`config.mk`:
```
export PLATFORM = sky130hd
export DESIGN_NAME = two_min_finder
export DESIGN_NICKNAME = d
export VERILOG_FILES = /design/src/rtl/twomin_pkg.sv /design/src/rtl/twomin_cmp_swap.sv /design/src/rtl/twomin_sort_net.sv /design/src/rtl/twomin_buf.sv /design/src/rtl/two_min_finder.sv
export SDC_FILE = /design/constraint.sdc
export NUM_CORES = 1
export LEC_CHECK = 0
export BUFFER_PORTS_ARGS = -buffer_cell sky130_fd_sc_hd__buf_4
export CORE_ASPECT_RATIO = 1.75
export CORE_UTILIZATION = 63
export CTS_BUF_LIST = sky130_fd_sc_hd__clkbuf_16
export DETAILED_ROUTE_END_ITERATION = 10
export PLACE_DENSITY = 0.86
export SYNTH_ARGS = -nofsm -noshare
export SYNTH_HDL_FRONTEND = slang
export SYNTH_SLANG_ARGS = --single-unit
```
`constraint.sdc`:
```
create_clock -name clk_i -period 24.3 [get_ports clk_i]
set_input_delay 1.215 -clock clk_i [delete_from_list [all_inputs] [get_ports clk_i]]
set_output_delay 1.215 -clock clk_i [all_outputs]
set_load 0.01 [all_outputs]
```
`src/rtl/twomin_pkg.sv`:
```
package twomin_pkg;
  typedef enum logic {ST_IDLE, ST_RUN} fsm_e;
endpackage

```
`src/rtl/twomin_cmp_swap.sv`:
```
module twomin_cmp_swap #(
  parameter int W = 8
) (
  input  logic [W-1:0] a_i,
  input  logic [W-1:0] b_i,
  output logic [W-1:0] lo_o,
  output logic [W-1:0] hi_o
);
  logic swap;
  assign swap = b_i < a_i;
  assign lo_o = swap ? b_i : a_i;
  assign hi_o = swap ? a_i : b_i;
endmodule

```
`src/rtl/twomin_sort_net.sv`:
```
// Odd-even transposition network: P stages sort P words ascending.
module twomin_sort_net #(
  parameter int W = 8,
  parameter int P = 4
) (
  input  logic [W-1:0] d_i [P],
  output logic [W-1:0] q_o [P]
);
  logic [W-1:0] st [P+1][P];

  for (genvar k = 0; k < P; k++) begin : g_in
    assign st[0][k] = d_i[k];
    assign q_o[k]   = st[P][k];
  end

  for (genvar s = 0; s < P; s++) begin : g_stage
    for (genvar j = 0; j < P; j++) begin : g_lane
      if ((j % 2) == (s % 2) && (j + 1) < P) begin : g_cs
        twomin_cmp_swap #(.W(W)) i_cs (
          .a_i (st[s][j]),
          .b_i (st[s][j+1]),
          .lo_o(st[s+1][j]),
          .hi_o(st[s+1][j+1])
        );
      end else if (!((j % 2) != (s % 2) && j >= 1)) begin : g_pass
        assign st[s+1][j] = st[s][j];
      end
    end
  end
endmodule

```
`src/rtl/twomin_buf.sv`:
```
// Register buffer: one load port, one pair-write port, P padded read lanes.
module twomin_buf #(
  parameter int W     = 8,
  parameter int DEPTH = 16,
  parameter int P     = 4,
  localparam int AW   = $clog2(DEPTH),
  localparam int CW   = $clog2(DEPTH + 1),
  localparam int IW   = CW + $clog2(P) + 1
) (
  input  logic          clk_i,
  input  logic          ld_we_i,
  input  logic [AW-1:0] ld_addr_i,
  input  logic [W-1:0]  ld_data_i,
  input  logic          wp_en_i,
  input  logic          wp_two_i,
  input  logic [CW-1:0] wp_addr_i,
  input  logic [W-1:0]  wp_d0_i,
  input  logic [W-1:0]  wp_d1_i,
  input  logic [CW-1:0] rd_base_i,
  input  logic [CW-1:0] rd_lim_i,
  output logic [W-1:0]  rd_o [P]
);
  logic [W-1:0] mem [DEPTH];

  for (genvar i = 0; i < DEPTH; i++) begin : g_word
    always_ff @(posedge clk_i) begin
      if (ld_we_i && ld_addr_i == AW'(i))
        mem[i] <= ld_data_i;
      else if (wp_en_i && wp_addr_i == CW'(i))
        mem[i] <= wp_d0_i;
      else if (wp_en_i && wp_two_i && (IW'(wp_addr_i) + IW'(1)) == IW'(i))
        mem[i] <= wp_d1_i;
    end
  end

  for (genvar k = 0; k < P; k++) begin : g_rd
    logic [IW-1:0] idx;
    assign idx     = IW'(rd_base_i) + IW'(k);
    assign rd_o[k] = (idx < IW'(rd_lim_i)) ? mem[idx[AW-1:0]] : '1;
  end
endmodule

```
`src/rtl/two_min_finder.sv`:
```
module two_min_finder
  import twomin_pkg::*;
#(
  parameter int W     = 8,
  parameter int N_MAX = 16,
  parameter int P     = 4,
  localparam int AW   = $clog2(N_MAX),
  localparam int CW   = $clog2(N_MAX + 1)
) (
  input  logic          clk_i,
  input  logic          rst_ni,
  input  logic          ld_en_i,
  input  logic [AW-1:0] ld_addr_i,
  input  logic [W-1:0]  ld_data_i,
  input  logic [CW-1:0] count_i,
  input  logic          start_i,
  output logic          busy_o,
  output logic          done_o,
  output logic [W-1:0]  min0_o,
  output logic [W-1:0]  min1_o
);
  localparam int IW = CW + $clog2(P) + 1;

  fsm_e          state_q;
  logic [CW-1:0] cnt_q, rd_q, wr_q;
  logic          done_q;
  logic [W-1:0]  min0_q, min1_q;

  logic [W-1:0]  grp [P];
  logic [W-1:0]  srt [P];
  logic          run, fin, last, two;
  logic [CW-1:0] step, cnt_start;

  assign run       = state_q == ST_RUN;
  assign fin       = IW'(cnt_q) <= IW'(P);
  assign last      = (IW'(rd_q) + IW'(P)) >= IW'(cnt_q);
  assign two       = (IW'(cnt_q) - IW'(rd_q)) >= IW'(2);
  assign step      = two ? CW'(2) : CW'(1);
  assign cnt_start = (count_i > CW'(N_MAX)) ? CW'(N_MAX) : count_i;

  twomin_buf #(.W(W), .DEPTH(N_MAX), .P(P)) i_buf (
    .clk_i    (clk_i),
    .ld_we_i  (ld_en_i && !run),
    .ld_addr_i(ld_addr_i),
    .ld_data_i(ld_data_i),
    .wp_en_i  (run && !fin),
    .wp_two_i (two),
    .wp_addr_i(wr_q),
    .wp_d0_i  (srt[0]),
    .wp_d1_i  (srt[1]),
    .rd_base_i(rd_q),
    .rd_lim_i (cnt_q),
    .rd_o     (grp)
  );

  twomin_sort_net #(.W(W), .P(P)) i_sort (
    .d_i(grp),
    .q_o(srt)
  );

  always_ff @(posedge clk_i or negedge rst_ni) begin
    if (!rst_ni) begin
      state_q <= ST_IDLE;
      cnt_q   <= '0;
      rd_q    <= '0;
      wr_q    <= '0;
      done_q  <= 1'b0;
      min0_q  <= '1;
      min1_q  <= '1;
    end else begin
      done_q <= 1'b0;
      unique case (state_q)
        ST_IDLE: begin
          if (start_i) begin
            cnt_q   <= cnt_start;
            rd_q    <= '0;
            wr_q    <= '0;
            state_q <= ST_RUN;
          end
        end
        ST_RUN: begin
          if (fin) begin
            min0_q  <= srt[0];
            min1_q  <= srt[1];
            done_q  <= 1'b1;
            state_q <= ST_IDLE;
          end else if (last) begin
            // survivors form the compact prefix of the next round
            cnt_q <= wr_q + step;
            rd_q  <= '0;
            wr_q  <= '0;
          end else begin
            rd_q <= CW'(IW'(rd_q) + IW'(P));
            wr_q <= wr_q + step;
          end
        end
        default: state_q <= ST_IDLE;
      endcase
    end
  end

  assign busy_o = run;
  assign done_o = done_q;
  assign min0_o = min0_q;
  assign min1_o = min1_q;
endmodule

```
==> run metrics <==
status complete, no violations; Initial Utilization 64.6%; Vias/cell 7.19; Die Height 188 µm; critical path buffer and inverter count 3; post-DP HPWL between 20 and 30 mm; RSZ-0062 raised after global routing no; Rel. slew slack 10.3%; first-pass GRT wire length between 60 and 70 mm; Hold Buf Count CTS 0; Post-synth EDFFs 128; clk sinks 159; largest net degree at the start of global routing 32; min Tclk post-route between 10000 and 15000 ps; clk_skew 9.31 ps; final non-filler cell total 1484; Synth-to-Final Area Change 7.23%; Fin. Hold Viols 0; sequential share of the synthesized area 37.4%; io pins 39; Final nets 1307; core box area 19200 µm²; gp weighted congestion about 1.0; DRC 0; synthesis warning total 0; highest cell delay on the worst timing path ~800 ps; Min-Delay Path Class flip-flop to flip-flop; CTS tree yes; final worst slack approximately 12000 ps; clock transition at the registers of the reported paths 60 ps; number of CTS-inserted buffers 17; synthesized instance count ~1200; MaxCap Viol Count 0; I/O Buffers 38; Vias ~11000; crit end category flip-flop; Cell Rows 67; Worst Path Arrival 12710 ps; drt pass-1 iters 6; number of global-route vias before repair 10700; CP required between 20000 and 25000 ps; min-delay src min0_o[2]; ant diodes 0; Iteration-0 DRC Markers 1292; worst-path fanout max 16; antenna-violating nets left 0; Detailed Route WL 39.5 mm; Synth Area per Inst 10.1 µm²; setup slack, reg-to-reg roughly 12000 ps; Critical path origin rd_q[4]; post-detailed-route wirelength per cell 26.6 µm; Finish-stage setup viols 0; Top delay family on crit path compound AO/OA/AOI/OAI gates; Die ar. 20300 µm²; setup TNS 0 ps; Bufs on Longest Clock Path 2; FF-to-FF Start rd_q[4]; crit path kind flip-flop to flip-flop; Placed Cells about 1500; Total GRT Usage about two fifths; Netlist Area Pre-Place 12400 µm²; Async SR Flop Fraction 19.5%; crit start category flip-flop; Top FF cell, synth edfxtp_1; Synth Register Bits 159; CTS HTree Levels 4; Clock Tree Root clkbuf_16; syn_nets 1310; Final Cycle Share 51.7%; Tightest Pin Transition 1340 ps; post-synth cell types 83; initial antenna violation count 0; critical path's slowest cell mux2i_4; Chip Width ~110 µm; Overflow after GRT 0; CTS-repair resized insts 0; fin. max-slew vios 0; Setup Buffers After CTS 0; clock latency on the worst-skew pair 440 ps; post-route cell area around 13000 µm²; Max Freq 0.0795 GHz; share of layout cells above drive strength 1 13.7%; Crit path top cell by count ha_1; Place WS 12100 ps; Post-DP Area 12700 µm²
## worst register-to-register path, delay by kind of cell (launching register included)
| family | cells | cell delay [ps] |
|---|---|---|
| AOI/OAI and AO/OA | 14 | 4310 |
| adders and majority gates | 5 | 1570 |
| buffers and inverters | 3 | 310 |
| DFF | 1 | 480 |
| muxes | 5 | 2550 |
| and+or+nand+nor | 12 | 3050 |
## per-stage QoR
stage / util, % / hold slack (ps)
after floorplan: - / 465
after global placement: 66.3 / 457
after detailed placement: 66.3 / 458
after CTS: 69.3 / 467
after global routing: 69.3 / 470
final: 69.3 / 469
## placed cells by master, fill, tap and decap left out, types with 16 or more instances in the layout
master	netlist	final
nor3_1	27	27
o211ai_1	41	41
clkbuf_16	0	17
mux2i_1	148	148
nor2_1	115	115
o21ai_1	25	24
a211o_1	26	26
a21oi_1	55	55
inv_1	51	54
nand3_1	27	27
mux4_2	32	32
buf_4	0	51
dfstp_2	16	16
edfxtp_1	128	128
ha_1	55	55
o21ai_0	48	48
nand2_1	120	120
## synth_stat cells (15+ instances only)
master	count	area (µm²)
nor2_1	115	432
dfrtp_1	15	375
nor3_1	27	135
o21ai_1	25	125
dfstp_2	16	420
nand3_1	27	135
a21oi_1	55	275
clkbuf_1	39	146
mux2i_1	148	1480
mux4_2	32	721
ha_1	55	688
edfxtp_1	128	3840
inv_1	51	191
o21ai_0	48	240
nand2_1	120	450
a211o_1	26	228
o211ai_1	41	308
a21o_1	15	113
## layer usage
layer	track usage, %	wire length [µm]	part of all wire, %
met5	0	0	0
met4	32.8	3480	8.8
met3	7.19	3200	8.1
met1	44.9	12800	32
met2	68.1	20000	51
## cell families (layout without fill, tap and decap cells)
group,after synthesis,after routing,share of synthesized area [%]
multiplexers,199,199,20.1
AO/OA/AOI/OAI,324,324,18.3
flip-flops,159,159,37.4
adder cells (fa/ha/maj),58,58,5.87
other,2,2,0.0605
AND/OR/NAND/NOR,361,361,13.3
XOR/XNOR,6,6,0.423
buffers and inverters,124,134,4.55
## flip-flops by register name, summed over array words and instances (netlist names)
register	flops
busy_o	1
rd_q	3
min0_o	8
min1_o	8
cnt_q	5
done_o	1
wr_q	5
i_buf.mem	128
## final timing paths
path                               endpoint  cells past startpoint
setup / recovery           i_buf.mem[12][4]                     39
hold / removal                    min0_o[2]                      2
min in group asynchronous            done_o                      1
hold reg to reg                   min0_o[2]                      2
max in group asynchronous         min1_o[1]                      1
setup reg to reg           i_buf.mem[12][4]                     39
## final cells by class
| class | count | area [µm²] |
|---|---|---|
| Timing Repair Buffer | 51 | 383 |
| Inverter | 51 | 191 |
| Clock inverter | 15 | 155 |
| Multi-Input combinational cell | 950 | 7210 |
| Clock buffer | 17 | 425 |
| Tap cell | 241 | 302 |
| Fill cell | 1395 | 5890 |
| Sequential cell | 159 | 4640 |
Power is left out: the tool's default activity adds up to more than one toggle a clock period on the data nets, which glitch-free logic cannot reach.
